--- config.mk ---
export PLATFORM = sky130hd
export DESIGN_NAME = zero_mute_detector
export DESIGN_NICKNAME = d
export VERILOG_FILES = /design/src/rtl/zero_mute_detector.sv
export SDC_FILE = /design/constraint.sdc
export NUM_CORES = 1
export LEC_CHECK = 0
export BUFFER_PORTS_ARGS = -buffer_cell sky130_fd_sc_hd__buf_2
export CAP_MARGIN = 20
export CELL_PAD_IN_SITES_DETAIL_PLACEMENT = 0
export CELL_PAD_IN_SITES_GLOBAL_PLACEMENT = 1
export CORE_ASPECT_RATIO = 1.2
export CORE_MARGIN = 1.5
export CORE_UTILIZATION = 29
export CTS_BUF_LIST = sky130_fd_sc_hd__clkbuf_8 sky130_fd_sc_hd__clkbuf_16
export CTS_CLUSTER_SIZE = 12
export DETAILED_ROUTE_END_ITERATION = 12
export PLACE_DENSITY = 0.72
export SLEW_MARGIN = 20
export SYNTH_ARGS = -nofsm -noshare
export SYNTH_HDL_FRONTEND = slang
export SYNTH_SLANG_ARGS = --single-unit
--- constraint.sdc ---
create_clock -name clk -period 1.45 [get_ports clk]
set_input_delay 0.29 -clock clk [delete_from_list [all_inputs] [get_ports clk]]
set_output_delay 0.29 -clock clk [all_outputs]
set_load 0.05 [all_outputs]
--- src/rtl/zero_mute_detector.sv ---
module zero_mute_detector #(
  parameter int DATA_W       = 16,
  parameter int ATT_W        = 8,
  parameter int RUN_LOG2     = 14,
  parameter int RESYNC_EDGES = 9
) (
  input  logic              clk,
  input  logic              rst_n,
  input  logic              frame_stb,
  input  logic [DATA_W-1:0] left_word,
  input  logic [DATA_W-1:0] right_word,
  input  logic [3:0]        mode_code,
  input  logic [ATT_W-1:0]  atten_l,
  input  logic [ATT_W-1:0]  atten_r,
  output logic              zero_mute,
  output logic              out_muted
);
  localparam int CNT_W  = RUN_LOG2 + 1;
  localparam int SYNC_W = $clog2(RESYNC_EDGES + 1);
  localparam logic [CNT_W-1:0]  RUN_FULL  = CNT_W'(1) << RUN_LOG2;
  localparam logic [SYNC_W-1:0] SYNC_DONE = SYNC_W'(RESYNC_EDGES);

  logic [CNT_W-1:0]  run_cnt;
  logic [SYNC_W-1:0] sync_cnt;

  wire [1:0] src_l = mode_code[1:0];
  wire [1:0] src_r = mode_code[3:2];

  wire watch_l = src_l[0] | src_r[0];
  wire watch_r = src_l[1] | src_r[1];
  wire route_silent = (src_l == 2'd0) && (src_r == 2'd0);
  wire atten_floor  = (atten_l == '0) && (atten_r == '0);
  wire data_quiet   = (!watch_l || left_word == '0) && (!watch_r || right_word == '0);
  wire frame_silent = route_silent | atten_floor | data_quiet;

  always_ff @(posedge clk or negedge rst_n) begin
    if (!rst_n)
      sync_cnt <= '0;
    else if (frame_stb && sync_cnt != SYNC_DONE)
      sync_cnt <= sync_cnt + 1'b1;
  end

  assign out_muted = (sync_cnt != SYNC_DONE);

  always_ff @(posedge clk or negedge rst_n) begin
    if (!rst_n)
      run_cnt <= '0;
    else if (frame_stb && !out_muted) begin
      if (!frame_silent)
        run_cnt <= '0;
      else if (run_cnt != RUN_FULL)
        run_cnt <= run_cnt + 1'b1;
    end
  end

  assign zero_mute = out_muted | (run_cnt == RUN_FULL);

  assert_init_holds_mute_R3: assert property (@(posedge clk) disable iff (!rst_n)
    out_muted |-> zero_mute);

  assert_release_on_strobe_R2: assert property (@(posedge clk) disable iff (!rst_n)
    $fell(out_muted) |-> $past(frame_stb));

  assert_rise_on_strobe_R4: assert property (@(posedge clk) disable iff (!rst_n)
    $rose(zero_mute) |-> $past(frame_stb));

  assert_hold_between_strobes_R8: assert property (@(posedge clk) disable iff (!rst_n)
    !frame_stb |=> $stable(zero_mute));

  assert_no_overflow_R9: assert property (@(posedge clk) disable iff (!rst_n)
    run_cnt <= RUN_FULL);
endmodule

Word level (Yosys, flattened, before mapping):

Index checks and enable logic that the tools add are counted.

* register bits after elaboration: 19
* word-level logic and storage cells: 32
* output and inout bits: 2
* input port bits: 55

* add/sub/neg operators: 2
* multiplexer cells: 2
* equality and inequality tests: 4
* bitwise gates (word level): 5
* reductions and logical operators: 17

Operators with widths (number)
* logical NOT 16 bit: 2
* two-way mux 15 bit: 2
* logical NOT 8 bit: 2
* adder 15 x 1 -> 15 bit (second input constant): 1
* == test 15 bit (second input constant): 1
* != test 15 bit (second input constant): 1
* logical AND 1 bit: 5
* OR 1 bit: 5
* adder 4 x 1 -> 4 bit (second input constant): 1
* logical NOT 2 bit: 2
* != test 4 bit (second input constant): 1
* logical NOT 1 bit: 3
* logical OR 1 bit: 2
* != test 2 x 1 -> 1 bit (second input constant): 1
* AND reduction 2 bit: 1

Longest topological paths before layout:

Gate-level depths: netlist of run 1.

* word-level depth: 7
* depth in mapped cells: 7
* depth with buffers taken out: 7

Worst setup path before layout of run 1:

Ideal clock, no wire load.

* path kind: flip-flop to output port
* start: reg sync_cnt[1]
* end: out zero_mute
* required time: 1.160 ns
* arrival: 1.576 ns
* path buffers: 0
* stages on the path, launching flop included: 5
* slack: -0.416 ns
* cell sequence: dfrtp_1 inv_1 ha_1 nand3b_1 nand2b_1

* word-level cells in the longest chain between the ends: 2

RTL lines
* start, declared: line 24 `logic [SYNC_W-1:0] sync_cnt;`
* start signal, assigned: line 40 `sync_cnt <= sync_cnt + 1'b1;`
* != test 4 bit: line 43 `assign out_muted = (sync_cnt != SYNC_DONE);`
* net out_muted: line 16 `output logic out_muted`
* OR 1 bit: line 56 `assign zero_mute = out_muted | (run_cnt == RUN_FULL);`
* end, declared: line 15 `output logic zero_mute,`

The timed path passes the listed nets, and every way through them passes these cells.

Final worst setup path of run 1:

* start: reg run_cnt[0]
* end: out zero_mute

* word-level cells in the longest chain between the ends: 2

RTL lines
* start, declared: line 23 `logic [CNT_W-1:0] run_cnt;`
* start signal, assigned: line 52 `run_cnt <= run_cnt + 1'b1;`
* == test 15 bit: line 56
* OR 1 bit: line 56

Every way passes these cells.

==> results of run 1 <==
## stage by stage
step / cells / setup slack, ns / instance area, µm² / total power (µW)
after global routing: 273 / -0.4223 / 1946 / 2114
final: 273 / -0.3261 / 1946 / 1964
after detailed placement: 259 / -0.2306 / 1740 / 1439
after global placement: 259 / -0.2265 / 1740 / 1415
after floorplan: 127 / -0.2421 / 1219 / 1090
after CTS: 269 / -0.3660 / 1886 / 1911
## worst reg2reg max path: cells and delay by family, from the launching register on
family	cells	cell delay [ns]
flip-flops	1	0.40
AND/OR/NAND/NOR	4	0.55
XOR/XNOR	1	0.16
adder cells (fa/ha/maj)	1	0.12
buffers and inverters	3	0.37
## state kept, by name, indices dropped and copies added (netlist names)
name,count
sync_cnt,4
run_cnt,15
## cell usage in the layout (no fill, tap or decap), types with 2 or more instances in the layout
master	instances
a21o_1	2
a41oi_1	2
and3_1	3
buf_2	55
buf_4	30
buf_6	5
clkbuf_8	3
dfrtp_1	19
ha_1	2
inv_1	2
inv_2	2
nand2_1	12
nand2_2	2
nand3_1	4
nand3_2	2
nand3b_1	2
nand4_1	6
nor2_1	14
nor2_2	2
nor3b_2	2
nor4_1	12
o21ai_1	3
or3_1	4
xnor2_1	3
xor2_1	7
## what timing repair did
action	CTS	global route
pin swaps	10	5
endpoints found under the hold margin	19	0
gates cloned	1	0
setup endpoints to repair	17	17
setup buffers	4	4
gates resized for setup	19	9
hold buffers	1	0
## metal layers
metal  vias to the layer above  wire [µm]
li1                        652          -
met1                       623       1257
met2                        61       1916
met3                         4        262
met4                         0         38
met5                         -          0
## logic make-up after synthesis
family          after synthesis
fa+ha+maj                     4
simple gates                 76
xor+xnor                     11
flops                        19
mux                           1
buf+inv                       5
compound gates               11
## how the worst max path moves through the flow
stage	start	to	slack (ns)	cells past startpoint
2_1_floorplan	sync_cnt[1]	zero_mute	-0.24	4
3_3_place_gp	left_word[5]	run_cnt[6]	-0.23	6
3_5_place_dp	right_word[9]	run_cnt[9]	-0.23	6
4_1_cts	run_cnt[1]	zero_mute	-0.37	6
5_1_grt	run_cnt[0]	zero_mute	-0.42	6
6_report	run_cnt[0]	zero_mute	-0.33	6
## power breakdown
| group | total (µW) | internal (µW) | switching [µW] |
|---|---|---|---|
| sequential | 667 | 617 | 49.8 |
| clock | 360 | 188 | 172 |
| combinational | 937 | 526 | 410 |
| total | 1960 | 1330 | 632 |
## area by class of cell
type,instances,area share
Multi-Input combinational cell,103,0.3942
Timing Repair Buffer,92,0.2990
Sequential cell,19,0.2444
Tap cell,52,0.03344
Clock buffer,3,0.02122
Inverter,3,0.005788
Clock inverter,1,0.001929
==> reports/results.txt, run 1 <==
Clk Latency, worst-skew pair = 0.25 ns
die width = 60.39 µm
Post-Syn Nets = 186
Synth Flop Type = dfrtp_1
ant diodes = 0
CP Capture Type = output port
area of the multi-input gates = 767.0 µm²
Synth Area in Simple Gates = 0.3646
Top Usage Layer GRT = met2
# H-tree levels = 1
Rows = 24
drt total wl = 3.474 mm
setup ws final = -0.3261 ns
gr usage total = 0.1685
syn avg cell area = 9.024 µm²
die area = 4340 µm²
layout net count = 281
Synth cell types = 29
Worst-Margin Slew = 0.4409 ns
Crit Reg-Reg Endpoint = run_cnt[7]
most frequent cell after synthesis = dfrtp_1
sequential share of the synthesized area = 0.4148
Area Growth Syn to Fin = 69.76%
final core utilization = 0.5225
total CTS buffers = 3
Worst-path clk slew = 0.07 ns
router iterations before antenna repair = 4
met3 usage = 0.01986
ys async rst share = 1.000
clock buffer depth = 2
DR vias/cell = 4.908
initial antenna violation count = 0
Synth area leader = dfrtp_1
PortBufs = 56
CP delay by family, top = simple AND/OR/NAND/NOR gates
slowest CP cell = dfrtp_1
DIE HEIGHT = 71.87 µm
top cell type's share of synthesized area = 0.4148
status = complete, but fails checks
main combinational cell family by area after synthesis = simple AND/OR/NAND/NOR gates
worst min-delay path startpoint = frame_stb
routability congestion estimate = 0.7457
Compound-Gate Fraction of Synth Area = 0.06550
Pwr Density = 1009 nW/µm²
skew final = 0.0008097 ns
core area = 3724 µm²
first-pass GRT wire length = 5.568 mm
Initial Utilization = 0.3078
post-DP HPWL = 2.713 mm
Adder-Cell Fraction of Synth Area = 0.04367
GR Util met2 = 0.3587
Post-Syn Area = 1146 µm²
Fillers = 371
Max Slew Vio Count = 0
R2R setup slack = -0.26 ns
Ports = 57
Final Setup Violations = 17
crit path DAT = 1.49 ns
Synth Register Bits = 19
Worst Hold Slack = 0.4809 ns
gr ovfl total = 0
Tcrit/Tclk final = 1.225
share of post-route cells with drive strength above 1 = 0.5294
drt wl/cell = 12.73 µm
minimum clock period after layout = 1.776 ns
multiplexer share of the synthesized area = 0.008734
grt met1 use = 0.1481
Final TNS setup = -3.102 ns
RSZ-0062 raised after global routing = yes
Hold WC Path Type = input port to flip-flop
failing checks = negative setup slack
final hold vios = 0
Root Driver = clkbuf_8
synth cell count leaders = dfrtp_1, nor2_1, nand2_1
Ys Warns = 0
Max-slew headroom = 0.7061
Post-synth EDFFs = 0
xor/xnor share of the synthesized area = 0.08406
CTS sink cnt = 19
Worst Path Max Fanout = 2
VDD IR max = 0.7238 mV
DRC = 0
FF+latch area = 475.5 µm²
worst hold endpoint = sync_cnt[0]
CTS tree = built
Area contributors post-synth = dfrtp_1, nor4_1, xor2_1
ANT nets after route = 0
Leak = 0.0009488 µW
vias = 1340
Critical Path, Cell by Cell = inv_2 > ha_4 > nor4b_4 > nand4_4 > nand2b_4 > buf_8
Startpoint Class = flip-flop
RR Startpoint = run_cnt[0]
Mapped Cells = 127
CP bufs+invs = 2
Initial DRC Count = 29
achievable frequency = 0.5630 GHz
WP data required = 1.16 ns
CP peak stage delay = 0.40 ns
Max-cap violations = 0
WS Path Type = flip-flop to output port
vias in the first global route = 1417
hold depth = 4
largest net degree at the start of global routing = 20
R2R cell count = 9
No activity file was read; power rests on OpenSTA's default activity.
==> run 2, diff against run 1 <==
==> constraint.sdc (replaced) <==
create_clock -name clk -period 1.45 [get_ports clk]
set_input_delay 0.29 -clock clk [delete_from_list [all_inputs] [get_ports clk]]
set_output_delay 0.29 -clock clk [all_outputs]
set_load 0.005 [all_outputs]
==> run 2 against run 1 <==
The run still ends with negative setup slack left. Sequential share of layout area is 0.33 points higher. Register-to-register slack hardly changed. Sequential power hardly changed. Flip-flop and latch count stayed put. Combinational power is 13% lower. Die area stayed put. Clock power is 4% higher. Final area is 1.4% lower. Power is 5.6% lower. Clock-buffer cell count stayed put. Via count is 1.0% higher. Fmax is 3.2% higher.
==> reports/results.txt, run 2 (synthesis results as in run 1) <==
status = complete, but fails checks
failing checks = negative setup slack
routability congestion estimate = 0.7878
vias = 1354
Worst Path Max Fanout = 5
Ports = 57
total CTS buffers = 3
Rows = 24
gr usage total = 0.1687
Max-slew headroom = 0.7014
P_int = 1289 µW
RR Startpoint = sync_cnt[1]
Startpoint Class = flip-flop
most frequent cells in the layout = buf_2, buf_4, dfrtp_1
skew final = 0.004182 ns
crit path DAT = 1.91 ns
clock buffer depth = 2
ant diodes = 0
Pwr Total = 1853 µW
router iterations before antenna repair = 4
die width = 60.39 µm
CTS sink cnt = 19
part of the power in registers = 0.358
Hold WC Path Type = input port to flip-flop
largest net degree at the start of global routing = 20
Clk Latency, worst-skew pair = 0.26 ns
switching pwr = 564.4 µW
WS Path Type = flip-flop to flip-flop
DR vias/cell = 4.942
post-DP HPWL = 2.629 mm
VDD IR max = 0.7334 mV
PortBufs = 56
Worst Hold Slack = 0.4689 ns
Comb power frac = 0.440
Area Growth Syn to Fin = 67.47%
R2R setup slack = -0.27 ns
Worst-Margin Slew = 0.4479 ns
share of total power in the clock network = 0.202
achievable frequency = 0.5813 GHz
Tcrit/Tclk final = 1.186
RSZ-0062 raised after global routing = yes
worst min-delay path startpoint = frame_stb
die area = 4340 µm²
final core utilization = 0.5155
drt wl/cell = 13.27 µm
Initial Utilization = 0.3078
Pwr Density = 965.7 nW/µm²
biggest regs = run_cnt (15), sync_cnt (4)
most common cell after layout, fill and taps aside = buf_2
Crit Reg-Reg Endpoint = run_cnt[13]
Switching Share = 0.3045
CP Capture Type = flip-flop
DRC = 0
worst hold endpoint = sync_cnt[0]
CTS tree = built
minimum clock period after layout = 1.720 ns
Max-cap violations = 0
R2R cell count = 7
DIE HEIGHT = 71.87 µm
initial antenna violation count = 0
vias in the first global route = 1402
Biggest register = run_cnt
first-pass GRT wire length = 5.444 mm
Fillers = 372
pre-CTS setup slack = -0.2476 ns
gr ovfl total = 0
Root Driver = clkbuf_8
Final Setup Violations = 16
final hold vios = 0
# H-tree levels = 1
layout net count = 282
Worst-path clk slew = 0.07 ns
WP data required = 1.64 ns
ANT nets after route = 0
Max Slew Vio Count = 0
number of flip-flops in the largest register = 15
hold depth = 4
setup ws final = -0.2704 ns
core area = 3724 µm²
Initial DRC Count = 14
share of post-route cells with drive strength above 1 = 0.4910
drt total wl = 3.635 mm
Leak = 0.0009463 µW
run 2: cell types whose count changed in the layout (fill, tap and decap cells not counted), moves of 2 or more:
cell     change
nand3_2      -2
buf_6        -3
buf_4        +3
nor2_1       +2
nand3_1      +2
run 2: what timing repair did:
item,CTS,global route
hold buffers,1,0
buffers inserted,8,5
gates resized for setup,15,6
hold endpoints to repair,19,0
setup endpoints to repair,17,17
pin swaps,7,6
run 2: area by class of cell:
type | instances | area, µm² | area share
sequential | 19 | 475.5 | 0.2477
tap | 52 | 65.06 | 0.03390
multi-input combinational | 103 | 742.0 | 0.3866
inverter | 3 | 11.26 | 0.005867
clock inverter | 1 | 3.754 | 0.001956
timing repair buffer | 93 | 580.6 | 0.3025
clock buffer | 3 | 41.29 | 0.02151
run 2: power by group through the flow:
stage	Combinational, µW	Clock, µW	Sequential [µW]
final	815	375	664
after global routing	901	406	674
after CTS	791	385	661
after detailed placement	659	0	669
after global placement	638	0	666
after floorplan	283	0	696
run 2: worst max path at each step:
stage / slack [ns] / cells past startpoint / from / endpoint
5_1_grt: -0.39 / 7 / sync_cnt[1] / run_cnt[13]
2_1_floorplan: -0.07 / 7 / sync_cnt[1] / run_cnt[13]
4_1_cts: -0.27 / 5 / run_cnt[10] / zero_mute
3_5_place_dp: -0.25 / 6 / right_word[1] / run_cnt[10]
3_3_place_gp: -0.22 / 7 / sync_cnt[1] / run_cnt[13]
6_report: -0.27 / 7 / sync_cnt[1] / run_cnt[13]
run 2: stage by stage:
stage                     area, µm²  setup TNS (ns)  cells
after detailed placement       1700          -2.838    258
after global routing           1919          -4.606    274
after floorplan                1174         -0.1297    127
final                          1919          -2.451    274
after global placement         1700          -2.515    258
after CTS                      1867          -1.964    270
run 2: routing by layer:
metal,global-route usage,vias up,wire [µm]
met4,0.06667,0,68
met2,0.3454,63,1882
met3,0.02166,6,270
met5,0,-,0
li1,-,658,-
met1,0.1568,627,1413
run 2: worst max-delay path, stage by stage, from the launching register on:
cell     delay [ns]
dfrtp_1        0.38
inv_1          0.06
ha_2           0.17
and4b_2        0.29
nand4_1        0.15
or3_1          0.39
xor2_1         0.15
nor2_1         0.08
